### config.mk
export PLATFORM = sky130hd
export DESIGN_NAME = tlbi_ctrl
export DESIGN_NICKNAME = d
export VERILOG_FILES = /design/src/rtl/tlbi_pkg.sv /design/src/rtl/tlbi_entry_bank.sv /design/src/rtl/tlbi_scan_seq.sv /design/src/rtl/tlbi_ctrl.sv
export SDC_FILE = /design/constraint.sdc
export NUM_CORES = 1
export LEC_CHECK = 0
export ABC_AREA = 0
export ABC_CLOCK_PERIOD_IN_PS = 4500
export BUFFER_PORTS_ARGS = -buffer_cell sky130_fd_sc_hd__buf_4
export CAP_MARGIN = 0
export CORE_AREA = 3 3 196 198
export DETAILED_ROUTE_END_ITERATION = 16
export DIE_AREA = 0 0 199 201
export GPL_TIMING_DRIVEN = 0
export HOLD_SLACK_MARGIN = 0.02
export PLACE_DENSITY = 0.76
export SETUP_SLACK_MARGIN = 0.05
export SYNTH_ARGS = -nofsm -noshare
export SYNTH_HDL_FRONTEND = slang
export SYNTH_SLANG_ARGS = --single-unit
### constraint.sdc
create_clock -name clk -period 4.5 [get_ports clk]
set_clock_uncertainty 0.15 [all_clocks]
set_input_delay 0.225 -clock clk [delete_from_list [all_inputs] [get_ports clk]]
set_output_delay 0.225 -clock clk [all_outputs]
set_load 0.05 [all_outputs]
### src/rtl/tlbi_pkg.sv
package tlbi_pkg;
   // number of cache instances, one selection bit each
   localparam int unsigned NUM_INST = 2;

   // word addresses of the register map
   localparam int unsigned REG_CMD  = 0;
   localparam int unsigned REG_SEL  = 1;
   localparam int unsigned REG_LO   = 2;
   localparam int unsigned REG_HI   = 3;
   localparam int unsigned REG_DONE = 4;

   // command bit positions
   localparam int unsigned CMD_RANGE_BIT = 0;
   localparam int unsigned CMD_ALL_BIT   = 1;
endpackage

### src/rtl/tlbi_entry_bank.sv
module tlbi_entry_bank #(
   parameter int unsigned ENTRIES = 8,
   parameter int unsigned TAG_W   = 20,
   parameter int unsigned DATA_W  = 32,
   localparam int unsigned IDX_W  = (ENTRIES > 1) ? $clog2(ENTRIES) : 1
) (
   input  logic                clk,
   input  logic                rst_n,
   input  logic                flush_all,
   input  logic                scan_en,
   input  logic [IDX_W-1:0]    scan_idx,
   input  logic [DATA_W-1:0]   win_lo,
   input  logic [DATA_W-1:0]   win_hi,
   input  logic                fill_en,
   input  logic [IDX_W-1:0]    fill_idx,
   input  logic [TAG_W-1:0]    fill_tag,
   output logic [ENTRIES-1:0]  valid
);
   logic [TAG_W-1:0]  tag_q [ENTRIES];
   logic [TAG_W-1:0]  cur_tag;
   logic [DATA_W-1:0] cur_ext;
   logic              scan_hit;

   // one comparator pair per instance: the tag under the scan pointer
   always_comb begin
      cur_tag = '0;
      for (int e = 0; e < ENTRIES; e++)
         if (scan_idx == IDX_W'(e)) cur_tag = tag_q[e];
      cur_ext  = DATA_W'(cur_tag);
      scan_hit = scan_en && (cur_ext >= win_lo) && (cur_ext <= win_hi);
   end

   always_ff @(posedge clk or negedge rst_n) begin
      if (!rst_n) begin
         valid <= '0;
         for (int e = 0; e < ENTRIES; e++) tag_q[e] <= '0;
      end else begin
         for (int e = 0; e < ENTRIES; e++) begin
            if (fill_en && fill_idx == IDX_W'(e)) begin
               valid[e] <= 1'b1;
               tag_q[e] <= fill_tag;
            end else if (flush_all) begin
               valid[e] <= 1'b0;
            end else if (scan_hit && scan_idx == IDX_W'(e)) begin
               valid[e] <= 1'b0;
            end
         end
      end
   end
endmodule

### src/rtl/tlbi_scan_seq.sv
module tlbi_scan_seq #(
   parameter int unsigned ENTRIES  = 8,
   parameter int unsigned DATA_W   = 32,
   parameter int unsigned NUM_INST = 2,
   localparam int unsigned IDX_W   = (ENTRIES > 1) ? $clog2(ENTRIES) : 1
) (
   input  logic                clk,
   input  logic                rst_n,
   input  logic                start_range,
   input  logic                abort,
   input  logic                clr_done,
   input  logic [DATA_W-1:0]   lo_in,
   input  logic [DATA_W-1:0]   hi_in,
   input  logic [NUM_INST-1:0] sel_in,
   output logic                busy,
   output logic [IDX_W-1:0]    cur_idx,
   output logic [DATA_W-1:0]   scan_lo,
   output logic [DATA_W-1:0]   scan_hi,
   output logic [NUM_INST-1:0] scan_sel,
   output logic                done_flag
);
   localparam logic [IDX_W-1:0] LAST_IDX = IDX_W'(ENTRIES - 1);

   always_ff @(posedge clk or negedge rst_n) begin
      if (!rst_n) begin
         busy      <= 1'b0;
         cur_idx   <= '0;
         scan_lo   <= '0;
         scan_hi   <= '0;
         scan_sel  <= '0;
         done_flag <= 1'b0;
      end else begin
         if (clr_done) done_flag <= 1'b0;
         if (abort) begin
            busy    <= 1'b0;
            cur_idx <= '0;
         end else if (start_range) begin
            busy      <= 1'b1;
            cur_idx   <= '0;
            scan_lo   <= lo_in;
            scan_hi   <= hi_in;
            scan_sel  <= sel_in;
            done_flag <= 1'b0;
         end else if (busy) begin
            if (cur_idx == LAST_IDX) begin
               busy      <= 1'b0;
               cur_idx   <= '0;
               done_flag <= 1'b1;
            end else begin
               cur_idx <= cur_idx + 1'b1;
            end
         end
      end
   end
endmodule

### src/rtl/tlbi_ctrl.sv
module tlbi_ctrl #(
   parameter int unsigned ENTRIES = 8,
   parameter int unsigned TAG_W   = 20,
   parameter int unsigned DATA_W  = 32,
   parameter int unsigned ADDR_W  = 3,
   localparam int unsigned NINST  = tlbi_pkg::NUM_INST,
   localparam int unsigned IDX_W  = (ENTRIES > 1) ? $clog2(ENTRIES) : 1
) (
   input  logic                     clk,
   input  logic                     rst_n,
   input  logic                     wr_en,
   input  logic [ADDR_W-1:0]        addr,
   input  logic [DATA_W-1:0]        wdata,
   output logic [DATA_W-1:0]        rdata,
   input  logic                     fill_en,
   input  logic                     fill_inst,
   input  logic [IDX_W-1:0]         fill_idx,
   input  logic [TAG_W-1:0]         fill_tag,
   output logic [NINST*ENTRIES-1:0] valid_o
);
   import tlbi_pkg::*;

   localparam logic [ADDR_W-1:0] A_CMD  = ADDR_W'(REG_CMD);
   localparam logic [ADDR_W-1:0] A_SEL  = ADDR_W'(REG_SEL);
   localparam logic [ADDR_W-1:0] A_LO   = ADDR_W'(REG_LO);
   localparam logic [ADDR_W-1:0] A_HI   = ADDR_W'(REG_HI);
   localparam logic [ADDR_W-1:0] A_DONE = ADDR_W'(REG_DONE);

   generate
      if (ENTRIES < 2)      begin : g_chk_ent  $error("ENTRIES must be at least 2");      end
      if (TAG_W > DATA_W)   begin : g_chk_tag  $error("TAG_W must not exceed DATA_W");    end
      if (ADDR_W < 3)       begin : g_chk_addr $error("ADDR_W must be at least 3");       end
      if (DATA_W < NINST)   begin : g_chk_dat  $error("DATA_W too narrow for selection"); end
   endgenerate

   logic [NINST-1:0]  sel_q;
   logic [DATA_W-1:0] lo_q, hi_q;
   logic              cmd_wr, full_cmd, range_cmd, clr_done;
   logic              busy, done_flag;
   logic [IDX_W-1:0]  cur_idx;
   logic [DATA_W-1:0] scan_lo, scan_hi;
   logic [NINST-1:0]  scan_sel;

   assign cmd_wr    = wr_en && (addr == A_CMD);
   assign full_cmd  = cmd_wr && wdata[CMD_ALL_BIT];
   assign range_cmd = cmd_wr && wdata[CMD_RANGE_BIT] && !wdata[CMD_ALL_BIT];
   assign clr_done  = wr_en && (addr == A_DONE) && (wdata == '0);

   always_ff @(posedge clk or negedge rst_n) begin
      if (!rst_n) begin
         sel_q <= '0;
         lo_q  <= '0;
         hi_q  <= '0;
      end else if (wr_en) begin
         if (addr == A_SEL) sel_q <= wdata[NINST-1:0];
         if (addr == A_LO)  lo_q  <= wdata;
         if (addr == A_HI)  hi_q  <= wdata;
      end
   end

   always_comb begin
      rdata = '0;
      case (addr)
         A_SEL:   rdata = DATA_W'(sel_q);
         A_LO:    rdata = lo_q;
         A_HI:    rdata = hi_q;
         A_DONE:  rdata = DATA_W'(done_flag);
         default: rdata = '0;
      endcase
   end

   tlbi_scan_seq #(
      .ENTRIES (ENTRIES),
      .DATA_W  (DATA_W),
      .NUM_INST(NINST)
   ) u_seq (
      .clk        (clk),
      .rst_n      (rst_n),
      .start_range(range_cmd),
      .abort      (full_cmd),
      .clr_done   (clr_done),
      .lo_in      (lo_q),
      .hi_in      (hi_q),
      .sel_in     (sel_q),
      .busy       (busy),
      .cur_idx    (cur_idx),
      .scan_lo    (scan_lo),
      .scan_hi    (scan_hi),
      .scan_sel   (scan_sel),
      .done_flag  (done_flag)
   );

   generate
      for (genvar i = 0; i < NINST; i++) begin : g_bank
         logic bank_fill;
         assign bank_fill = fill_en && (fill_inst == 1'(i));
         tlbi_entry_bank #(
            .ENTRIES(ENTRIES),
            .TAG_W  (TAG_W),
            .DATA_W (DATA_W)
         ) u_bank (
            .clk      (clk),
            .rst_n    (rst_n),
            .flush_all(full_cmd && sel_q[i]),
            .scan_en  (busy && scan_sel[i]),
            .scan_idx (cur_idx),
            .win_lo   (scan_lo),
            .win_hi   (scan_hi),
            .fill_en  (bank_fill),
            .fill_idx (fill_idx),
            .fill_tag (fill_tag),
            .valid    (valid_o[i*ENTRIES +: ENTRIES])
         );
      end
   endgenerate
endmodule

* After elaboration in Yosys (flattened, before gate mapping)
Index checks and enable logic that the tools add are counted.
** Cells by class
- Add/subtract/negate cells :: 1
- Order comparisons :: 4
- Reductions and logical operators :: 74
- Multiplexer cells :: 78
- Bitwise gates (word level) :: 2
- Equal/unequal tests :: 18
** Operator list (count)
- 20-bit 2-to-1 mux :: 16
- 32-bit one-hot mux with 4 select lines :: 1
- 20-bit by 32-bit greater-or-equal comparator with 1-bit output :: 2
- 20-bit by 32-bit <= comparator with 1-bit output :: 2
- 1-bit 2-to-1 mux :: 57
- 3-bit nonzero test :: 17
- 1-bit logical AND :: 48
- 32-bit logical NOT :: 1
- 3-bit equality test (second input constant) :: 9
- 3-bit by 2-bit equality test with 1-bit output (second input constant) :: 6
- 3-bit 2-to-1 mux :: 4
- 3-bit by 1-bit equality test with 1-bit output (second input constant) :: 3
- 3-bit logical NOT :: 3
- 2-bit AND reduction :: 4
- 3-bit by 1-bit adder with 3-bit output (second input constant) :: 1
- 1-bit NOT :: 2
- 1-bit logical NOT :: 1
** Storage, ports and cells
- Word-level logic and storage cells :: 218
- Output and inout bits :: 48
- Flip-flop bits (word level) :: 473
- Bits of input ports :: 63

* Depth between registers and ports, before layout
Gate-level depths: netlist of the first run.
- Word-level depth :: 16
- Mapped depth :: 18
- Gate-level depth less buffers :: 15

* Hierarchy
Synthesis of the first run repeated with hierarchy kept, for this count alone.
** Unflattened totals
- Cells, all modules :: 1640
- Area, all modules :: 23234.8 sq um
** By module, submodules not included
- tlbi_entry_bank at g_bank[0].u_bank :: area an instance 8714.6 sq um, cells each 639, sequential area each 4204.0 sq um, instances 1
- tlbi_entry_bank at g_bank[1].u_bank :: area an instance 8622.0 sq um, cells each 624, sequential area each 4204.0 sq um, instances 1
- tlbi_ctrl :: area an instance 3050.4 sq um, cells each 217, sequential area each 1651.6 sq um, instances 1
- tlbi_scan_seq :: area an instance 2847.7 sq um, cells each 160, sequential area each 1776.7 sq um, instances 1

* Worst setup path before layout of the first run
No wires, ideal clock.
- Path kind :: reg-to-reg
- Start point :: register u_seq.cur_idx[0]
- End point :: register g_bank[0].u_bank.valid[0]
- Period minus slack after synthesis :: 3.791 ns
- Stages on the path, launching flop included :: 15
- Path slack :: 0.709 ns
- Arrival :: 3.493 ns
- Buffers on the path :: 2
- Data required time :: 4.201 ns
- Library setup time :: 0.149 ns
- Cell sequence :: dfrtp_1 > inv_1 > ha_1 > clkbuf_1 > clkbuf_1 > o21ai_0 > a221oi_1 > o21ai_0 > a22o_1 > ha_1 > nand4_1 > or4_4 > o311a_4 > a21oi_4 > a22oi_1
** Between the ends
- Word-level cells in the longest chain between the ends :: 14
- Elaborated cells on any way between the ends :: 22
- Classes of those cells :: 2 x order compare; 7 x eq/ne; 8 x mux; 5 x reduce/logical
** RTL lines
- start, declared :: RTL line tlbi_scan_seq.sv:16 : output logic [IDX_W-1:0] cur_idx,
- start signal, assigned :: RTL line tlbi_scan_seq.sv:50 : cur_idx <= cur_idx + 1'b1;
- 3-bit logical NOT :: RTL line tlbi_entry_bank.sv:28, tlbi_entry_bank.sv:44
- 20-bit 2-to-1 mux (8 in a row) :: RTL line tlbi_entry_bank.sv:28 : if (scan_idx == IDX_W'(e)) cur_tag = tag_q[e];
- 20-bit by 32-bit greater-or-equal comparator with 1-bit output :: RTL line tlbi_entry_bank.sv:30 : scan_hit = scan_en && (cur_ext >= win_lo) && (cur_ext <= win_hi);
- 1-bit logical AND (2 in a row) :: RTL line tlbi_entry_bank.sv:30
- 1-bit logical AND * :: RTL line tlbi_entry_bank.sv:44 : end else if (scan_hit && scan_idx == IDX_W'(e)) begin
- 3-bit nonzero test (no line) *
- end signal, assigned :: RTL line tlbi_entry_bank.sv:35 : valid <= '0;
- end signal, assigned by index :: RTL line tlbi_entry_bank.sv:43 : valid[e] <= 1'b0;
- end signal, assigned by index :: RTL line tlbi_entry_bank.sv:45 : valid[e] <= 1'b0;
- end, declared :: RTL line tlbi_entry_bank.sv:17 : output logic [ENTRIES-1:0] valid
Every way passes the cells marked *; elsewhere a longest branch is shown, timed or not.
A chain may end at the register's enable or synchronous reset.

* Worst setup path after layout of the first run
- Start point :: register u_seq.cur_idx[1]
- End point :: register g_bank[0].u_bank.valid[4]
** Between the ends
- Word-level cells in the longest chain between the ends :: 14
- Elaborated cells on any way between the ends :: 22
- Classes of those cells :: 2 x order compare; 7 x eq/ne; 8 x mux; 5 x reduce/logical
** RTL lines (RTL line)
- 3-bit logical NOT :: tlbi_entry_bank.sv:28
- 20-bit 2-to-1 mux (8 in a row) :: tlbi_entry_bank.sv:28
- 20-bit by 32-bit greater-or-equal comparator with 1-bit output :: tlbi_entry_bank.sv:30
- 1-bit logical AND (2 in a row) :: tlbi_entry_bank.sv:30
- 1-bit logical AND * :: tlbi_entry_bank.sv:44
- 3-bit nonzero test (no line) *
Marks and branches as above.

==> out/qor.csv, run 1 <==
metric,value,unit
status,finished clean,
Clock Latency Late Sink,0.60,ns
worst path bufs/invs,4,
placed cell count,2574,
WL/cell,24.5,microns
Worst slew margin,27.2,%
Starting Density,62.0,%
# rows,70,
grt ovf,0,
Placer Congestion,0.923,
fin cells,2738,
Clock Pin Slew Worst Setup and Hold Paths,0.06,ns
period utilization,97.2,%
share of layout cells above drive strength 1,32.3,%
Slew @ Worst Pin,1.08,ns
core area,36700,sq um
post-synth top area share,52.0,%
first-pass GRT wire length,104000,microns
power share of the sequential group,32.0,%
logic gate share of total power,43.9,%
Via density,6.52,
Total GRT Usage,33.7,%
Sink Count,473,
switch share,39.4,%
"antenna viol nets, final",0,
Post-synth EDFFs,0,
clk buf depth,3,
#FFs+latches synth,473,
Final Cell Area,27400,sq um
Crit Path Class,flop to flop,
DP Area,24300,sq um
Cell variety after synth,54,
Startpoint Class,flop,
cell taking the most area after synthesis,dfrtp_1,
internal power,0.0111,W
"commonest non-fill, non-tap cell in the layout",dfrtp_1,
Peak VDD IR,0.419,mV
First-pass DRT Iterations,5,
area grow syn2layout,20.2,%
peak fanout along the critical path,10,
Root Buffer,clkbuf_16,
most frequent cells in the layout,"dfrtp_1, mux2_2, nand2_1, buf_4, a21oi_1",
max cap viols,0,
pre-CTS setup slack,-0.970,ns
Clk pwr share,24.1,%
Die W,199,microns
Hold Crit Class,primary input to flop,
number of global-route vias before repair,18200,
Max Slew Vio Count,0,
Routed WL,67200,microns
DP HPWL,46900,microns
YS warnings,0,
num ports,111,
Worst EP required,4.77,ns
CTS tree,yes,
Worst setup EP type,flop,
number of port buffers,110,
overall power,0.0184,W
Post-synth top flop,dfrtp_1,
fmax,0.229,GHz
largest net degree at the start of global routing,127,
syn nets,2141,
"CP delay by family, top",compound AO/OA/AOI/OAI gates,
Critical Path AT,4.65,ns
Pwr per Cell Area,671,nW/um^2
Synth Instances,1992,
Final setup violation count,0,
Tmin final,4.37,ns
CP max stage delay,0.46,ns
# diodes,0,
register area share after synthesis,52.0,%
syn_area_per_cell,11.4,sq um
Num CTS Buffers,50,
H-tree depth,2,
sw power,0.00724,W
Die H,201,microns
# DRC,0,
Iter 0 DRT Violations,1643,
asr flop ratio synth,100,%
crit-path cells,inv_2 > ha_1 > buf_6 > nand2_1 > nand2b_1 > clkbuf_2 > a21oi_1 > a21oi_2 > ha_1 > a21o_1 > a21o_1 > a22oi_1 > nand4b_1 > a21oi_4 > buf_12 > a22oi_1,
Post-Syn Area,22800,sq um
final hold vios,0,
Pleak,12.1,nW
full die area,40000,sq um
Filler cells,2419,
Area contributors post-synth,"dfrtp_1, mux2_2, ha_1, a21oi_1, nand2_1",
Setup WS post-layout,0.125,ns
initial antenna violation count,0,
nets@finish,2380,
vias,17800,
Util after Layout,74.6,%
crit path max-delay cell type,nand2b_1,
[synthesized netlist by cell type (3+ instances only)]
master	n
o311ai_0	27
a22o_1	41
a221oi_1	40
nor2_1	106
buf_1	19
nor4_1	24
nand3b_1	6
inv_1	46
mux2_2	391
a2111oi_0	3
nor2b_1	12
o21ai_0	112
o22ai_1	27
o21a_1	3
nand4_1	17
o211ai_1	3
dfrtp_1	473
nand2_1	190
clkbuf_1	99
nor3b_1	3
nand2b_1	9
a21oi_1	143
nor3_1	11
a22oi_1	24
ha_1	86
and2_1	5
buf_2	26
nand3_1	12
[registers in the layout, summed over array words and instances, names as in the netlist]
signal               flops
u_seq.scan_hi           32
lo_q                    32
u_seq.scan_lo           32
hi_q                    32
u_seq.busy               1
u_seq.cur_idx            3
g_bank.u_bank.tag_q    320
u_seq.done_flag          1
g_bank.u_bank.valid     16
u_seq.scan_sel           2
sel_q                    2
[through the flow]
step           hold slack, ns  TNS (ns)
2_1_floorplan          -0.221         0
3_3_place_gp            0.311   -766.50
5_1_grt                0.0972   -0.0475
3_5_place_dp           -0.102    -13.70
4_1_cts                0.0251         0
6_report               0.0638         0
[layer usage]
| layer | part of all wire (%) | global-route usage (%) |
|---|---|---|
| met5 | 0 | 0 |
| met4 | 3.5 | 13.5 |
| met3 | 7.7 | 5.54 |
| met2 | 47 | 52.6 |
| met1 | 42 | 47.3 |
[path summary, 6_finish.rpt]
kind                                                from                                 endpoint  slack [ns]  cells after the start
setup / recovery            u_seq.cur_idx[1]$_DFFE_PN0P_    g_bank[0].u_bank.valid[4]$_DFFE_PN0P_        0.13                     16
hold / removal                               fill_idx[0]  g_bank[0].u_bank.tag_q[140]$_DFFE_PN0P_        0.06                      4
setup reg to reg            u_seq.cur_idx[1]$_DFFE_PN0P_    g_bank[0].u_bank.valid[4]$_DFFE_PN0P_        0.13                     16
hold reg to reg            u_seq.scan_hi[26]$_DFFE_PN0P_            u_seq.scan_hi[26]$_DFFE_PN0P_        0.33                      2
max in group asynchronous                          rst_n                      hi_q[6]$_DFFE_PN0P_        2.54                      5
min in group asynchronous                          rst_n    g_bank[0].u_bank.valid[0]$_DFFE_PN0P_        0.14                      3
[area by class of cell]
class                   count  area, sq um  area share [%]
repair buffers            190         1720            6.27
clock inverters            19          283            1.03
inverters                  46          173           0.631
plain buffers             141          687            2.51
flip-flops and latches    473        11800            43.3
multi-input cells        1329        10600            38.7
well taps                 468          586            2.14
clock buffers              72         1490            5.43
[worst register-to-register path: stages, from the launching register on]
cell and delay [ns]:
dfrtp_1 0.42, inv_2 0.10, ha_1 0.16, buf_6 0.16, nand2_1 0.19, nand2b_1 0.46
clkbuf_2 0.38, a21oi_1 0.10, a21oi_2 0.25, ha_1 0.29, a21o_1 0.18, a21o_1 0.19
a22oi_1 0.32, nand4b_1 0.35, a21oi_4 0.28, buf_12 0.15, a22oi_1 0.08
[power groups by stage]
stage	combinational, W	sequential (W)	clock, W
floorplan	0.00432	0.00585	0
global placement	0.00644	0.00584	0
detailed placement	0.00672	0.00590	0
CTS	0.00737	0.00584	0.00446
global route	0.00864	0.00597	0.00464
finish	0.00806	0.00588	0.00442
[what timing repair did]
item | in CTS | in global routing
setup endpoints to repair | 16 | 16
hold endpoints to repair | 448 | 0
setup buffers | 7 | 8
gates resized for setup | 95 | 109
pin swaps | 17 | 27
hold buffers | 61 | 0
[cells by family after synthesis]
group	after synthesis	share of synthesized area [%]
fa+ha+maj	86	4.73
buf+inv	190	3.28
flops	473	52.0
mux	393	19.4
simple gates	410	8.12
compound gates	440	12.4
(Power assumes the default switching activity.)
==> run 2: changes to the inputs <==
--- a/config.mk
+++ b/config.mk
@@ -9,13 +9,15 @@
 export ABC_CLOCK_PERIOD_IN_PS = 4500
 export BUFFER_PORTS_ARGS = -buffer_cell sky130_fd_sc_hd__buf_4
 export CAP_MARGIN = 0
-export CORE_AREA = 3 3 196 198
+export CORE_AREA = 3 3 198 200
+export CTS_CLUSTER_SIZE = 14
 export DETAILED_ROUTE_END_ITERATION = 16
-export DIE_AREA = 0 0 199 201
+export DIE_AREA = 0 0 201 203
 export GPL_TIMING_DRIVEN = 0
 export HOLD_SLACK_MARGIN = 0.02
 export PLACE_DENSITY = 0.76
 export SETUP_SLACK_MARGIN = 0.05
 export SYNTH_ARGS = -nofsm -noshare
 export SYNTH_HDL_FRONTEND = slang
+export SYNTH_HIERARCHICAL = 1
 export SYNTH_SLANG_ARGS = --single-unit
==> out/qor.csv, run 2 <==
metric,value,unit,change
clk buf depth,3,,unchanged
"antenna viol nets, final",0,,unchanged
DP HPWL,41000,microns,was 46900 microns
share of layout cells above drive strength 1,35.5,%,was 32.3%
most frequent cell after synthesis,dfrtp_1,,unchanged
Hold Crit Class,primary input to flop,,unchanged
Area contributors post-synth,"dfrtp_1, mux2_2, mux2_1, mux4_2, ha_1",,"was dfrtp_1, mux2_2, ha_1, a21oi_1, nand2_1"
Hold Path Depth,5,,was 4
fmax,0.234,GHz,was 0.229 GHz
max reg flops,320,,unchanged
CP max stage delay,0.53,ns,was 0.46 ns
Filler cells,2526,,was 2419
# DRC,0,,unchanged
YS warnings,6,,was 0
area of the multi-input gates,10600,sq um,about the same
Placer Congestion,0.885,,was 0.923
FF+latch area,11800,sq um,about the same
Pwr per Cell Area,606,nW/um^2,was 671 nW/um^2
Iter 0 DRT Violations,973,,was 1643
Sink Count,473,,unchanged
largest net degree at the start of global routing,116,,was 127
Tmin final,4.27,ns,was 4.37 ns
# diodes,0,,unchanged
CTS tree,yes,,unchanged
asr flop ratio synth,100,%,unchanged
full die area,40800,sq um,was 40000 sq um
Startpoint Class,flop,,unchanged
#FFs+latches synth,473,,unchanged
Clock Latency Late Sink,0.58,ns,was 0.60 ns
r2r startpoint,u_seq/cur_idx[1]$_DFFE_PN0P_,,was u_seq.cur_idx[1]$_DFFE_PN0P_
cell taking the most area after synthesis,dfrtp_1,,unchanged
largest register by flop count,g_bank.u_bank/tag_q,,was g_bank.u_bank.tag_q
number of port buffers,109,,was 110
crit-path cells,buf_2 > clkbuf_2 > mux4_2 > mux2_2 > ha_1 > nand4_1 > a311oi_1 > a31oi_1 > a21o_2 > nor4b_1 > a21oi_1,,was inv_2 > ha_1 > buf_6 > nand2_1 > nand2b_1 > clkbuf_2 > a21oi_1 > a21oi_2 > ha_1 > a21o_1 > a21o_1 > a22oi_1 > nand4b_1 > a21oi_4 > buf_12 > a22oi_1
RSZ-0062 raised after global routing,false,,
grt ovf,0,,unchanged
Die H,203,microns,was 201 microns
Worst Hold End,u_seq/done_flag$_DFF_PN0_,,was g_bank[0].u_bank.tag_q[140]$_DFFE_PN0P_
syn nets,1785,,was 2141
Peak VDD IR,0.399,mV,was 0.419 mV
Num CTS Buffers,49,,was 50
worst reg2reg endpoint,g_bank[1].u_bank/valid[0]$_DFFE_PN0P_,,was g_bank[0].u_bank.valid[4]$_DFFE_PN0P_
Synth Instances,1640,,was 1992
vias,14900,,was 17800
Clock Pin Slew Worst Setup and Hold Paths,0.07,ns,was 0.06 ns
Root Buffer,clkbuf_16,,unchanged
Starting Density,61.8,%,was 62.0%
Worst slew margin,38.2,%,was 27.2%
WL/cell,24.2,microns,was 24.5 microns
syn_area_per_cell,14.2,sq um,was 11.4 sq um
# rows,71,,was 70
Post-Syn Area,23200,sq um,was 22800 sq um
initial antenna violation count,1,,was 0
Crit Path Class,flop to flop,,unchanged
final hold vios,0,,unchanged
Max Slew Vio Count,0,,unchanged
Slew @ Worst Pin,0.927,ns,was 1.08 ns
Cell variety after synth,71,,was 54
Pleak,12.0,nW,was 12.1 nW
crit path max-delay cell type,dfrtp_2,,was nand2b_1
nets@finish,2008,,was 2380
Routed WL,58400,microns,was 67200 microns
H-tree depth,2,,unchanged
Die W,201,microns,was 199 microns
"CP delay by family, top",compound AO/OA/AOI/OAI gates,,unchanged
flop2flop setup slack,0.23,ns,was 0.13 ns
Critical Path AT,4.58,ns,was 4.65 ns
register area share after synthesis,50.9,%,was 52.0%
Worst setup EP type,flop,,unchanged
Final Cell Area,27000,sq um,was 27400 sq um
max cap viols,0,,unchanged
DP Area,24800,sq um,was 24300 sq um
num ports,111,,unchanged
period utilization,94.9,%,was 97.2%
First-pass DRT Iterations,6,,was 5
R2R depth,11,,was 16
"top cells by count, synth","dfrtp_1, mux2_2, mux2_1",,"was dfrtp_1, mux2_2, nand2_1"
placed cell count,2264,,was 2574
status,finished clean,,unchanged
"commonest non-fill, non-tap cell in the layout",dfrtp_1,,unchanged
area grow syn2layout,16.4,%,was 20.2%
Post-synth top flop,dfrtp_1,,unchanged
post-synth top area share,50.9,%,was 52.0%
first-pass GRT wire length,92000,microns,was 104000 microns
most frequent cells in the layout,"dfrtp_1, mux2_2, mux2_1, buf_4, inv_1",,"was dfrtp_1, mux2_2, nand2_1, buf_4, a21oi_1"
worst path bufs/invs,2,,was 4
Via density,6.17,,was 6.52
number of global-route vias before repair,15800,,was 18200
Final setup violation count,0,,unchanged
Worst Hold Launch,addr[2],,was fill_idx[0]
Post-synth EDFFs,0,,unchanged
Worst EP required,4.81,ns,was 4.77 ns
core area,37600,sq um,was 36700 sq um
fin cells,2410,,was 2738
peak fanout along the critical path,10,,unchanged
Total GRT Usage,29.2,%,was 33.7%
run 2: cell type report:
class,instances,share of cell area (%)
tap,511,2.36
timing repair buffer,172,5.64
clock inverter,8,0.449
buffer,82,1.97
multi-input combinational,999,39.1
inverter,86,1.19
sequential,473,43.8
clock buffer,79,5.52
run 2: per-layer routing:
metal,vias up,part of all wire (%),GRT usage (%)
met2,417,48,46.7
met1,7837,44,40.9
met5,-,0.021,0
met4,2,2.7,9.31
met3,94,5.9,5.74
li1,6517,-,-
run 2: worst reg2reg max path, stage by stage (launching register included):
cell      delay, ns
dfrtp_2        0.53
buf_2          0.34
clkbuf_2       0.44
mux4_2         0.38
mux2_2         0.34
ha_1           0.32
nand4_1        0.29
a311oi_1       0.34
a31oi_1        0.14
a21o_2         0.31
nor4b_1        0.43
a21oi_1        0.13
run 2: how the worst max path moves through the flow:
stage | startpoint | endpoint | depth (start not counted)
after floorplan | u_seq/cur_idx[0]$_DFFE_PN0P_ | g_bank[0].u_bank/valid[1]$_DFFE_PN0P_ | 12
after global placement | rst_n | g_bank[0].u_bank/tag_q[105]$_DFFE_PN0P_ | 1
after detailed placement | u_seq/cur_idx[1]$_DFFE_PN0P_ | g_bank[0].u_bank/valid[7]$_DFFE_PN0P_ | 13
after CTS | u_seq/cur_idx[1]$_DFFE_PN0P_ | g_bank[0].u_bank/valid[3]$_DFFE_PN0P_ | 13
after global routing | u_seq/cur_idx[0]$_DFFE_PN0P_ | g_bank[0].u_bank/valid[3]$_DFFE_PN0P_ | 12
final | u_seq/cur_idx[1]$_DFFE_PN0P_ | g_bank[1].u_bank/valid[0]$_DFFE_PN0P_ | 11
run 2: metrics by stage:
step | hold WS (ns) | setup slack, ns | utilization, % | power (W) | setup TNS (ns)
2_1_floorplan | -0.221 | 1.05 | - | 0.0102 | 0
3_3_place_gp | 0.306 | -1.71 | 65.7 | 0.0119 | -768.29
3_5_place_dp | 0.214 | -0.278 | 66.0 | 0.0122 | -2.40
4_1_cts | 0.0300 | 0.0588 | 71.9 | 0.0164 | 0
5_1_grt | 0.0892 | 0.0763 | 72.0 | 0.0173 | 0
6_report | 0.0654 | 0.229 | 72.0 | 0.0164 | 0
run 2: where the power goes:
| part | total [W] | internal (W) | leakage (nW) | switching [W] |
|---|---|---|---|---|
| clock network | 0.00407 | 0.00243 | 0.786 | 0.00164 |
| registers | 0.00592 | 0.00526 | 5.82 | 0.000666 |
| logic | 0.00639 | 0.00295 | 5.38 | 0.00344 |
| total | 0.0164 | 0.0106 | 12.0 | 0.00575 |
run 2: cell families (layout without fill, tap and decap cells):
kind of cell | after synthesis | in the layout | share of synthesized area (%)
mux | 566 | 566 | 31.2
fa+ha+maj | 82 | 82 | 4.42
simple gates | 193 | 193 | 4.94
flops | 473 | 473 | 50.9
compound gates | 158 | 158 | 4.87
buf+inv | 168 | 427 | 3.61
run 2: what timing repair did:
| action | 4_1_cts | 5_1_grt |
|---|---|---|
| buffers inserted | 0 | 0 |
| gates resized for setup | 7 | 14 |
| hold buffers | 59 | 0 |
| pin swaps | 0 | 0 |
| hold endpoints to repair | 504 | 0 |
| endpoints found under the setup margin | 16 | 16 |
| gates cloned | 0 | 0 |
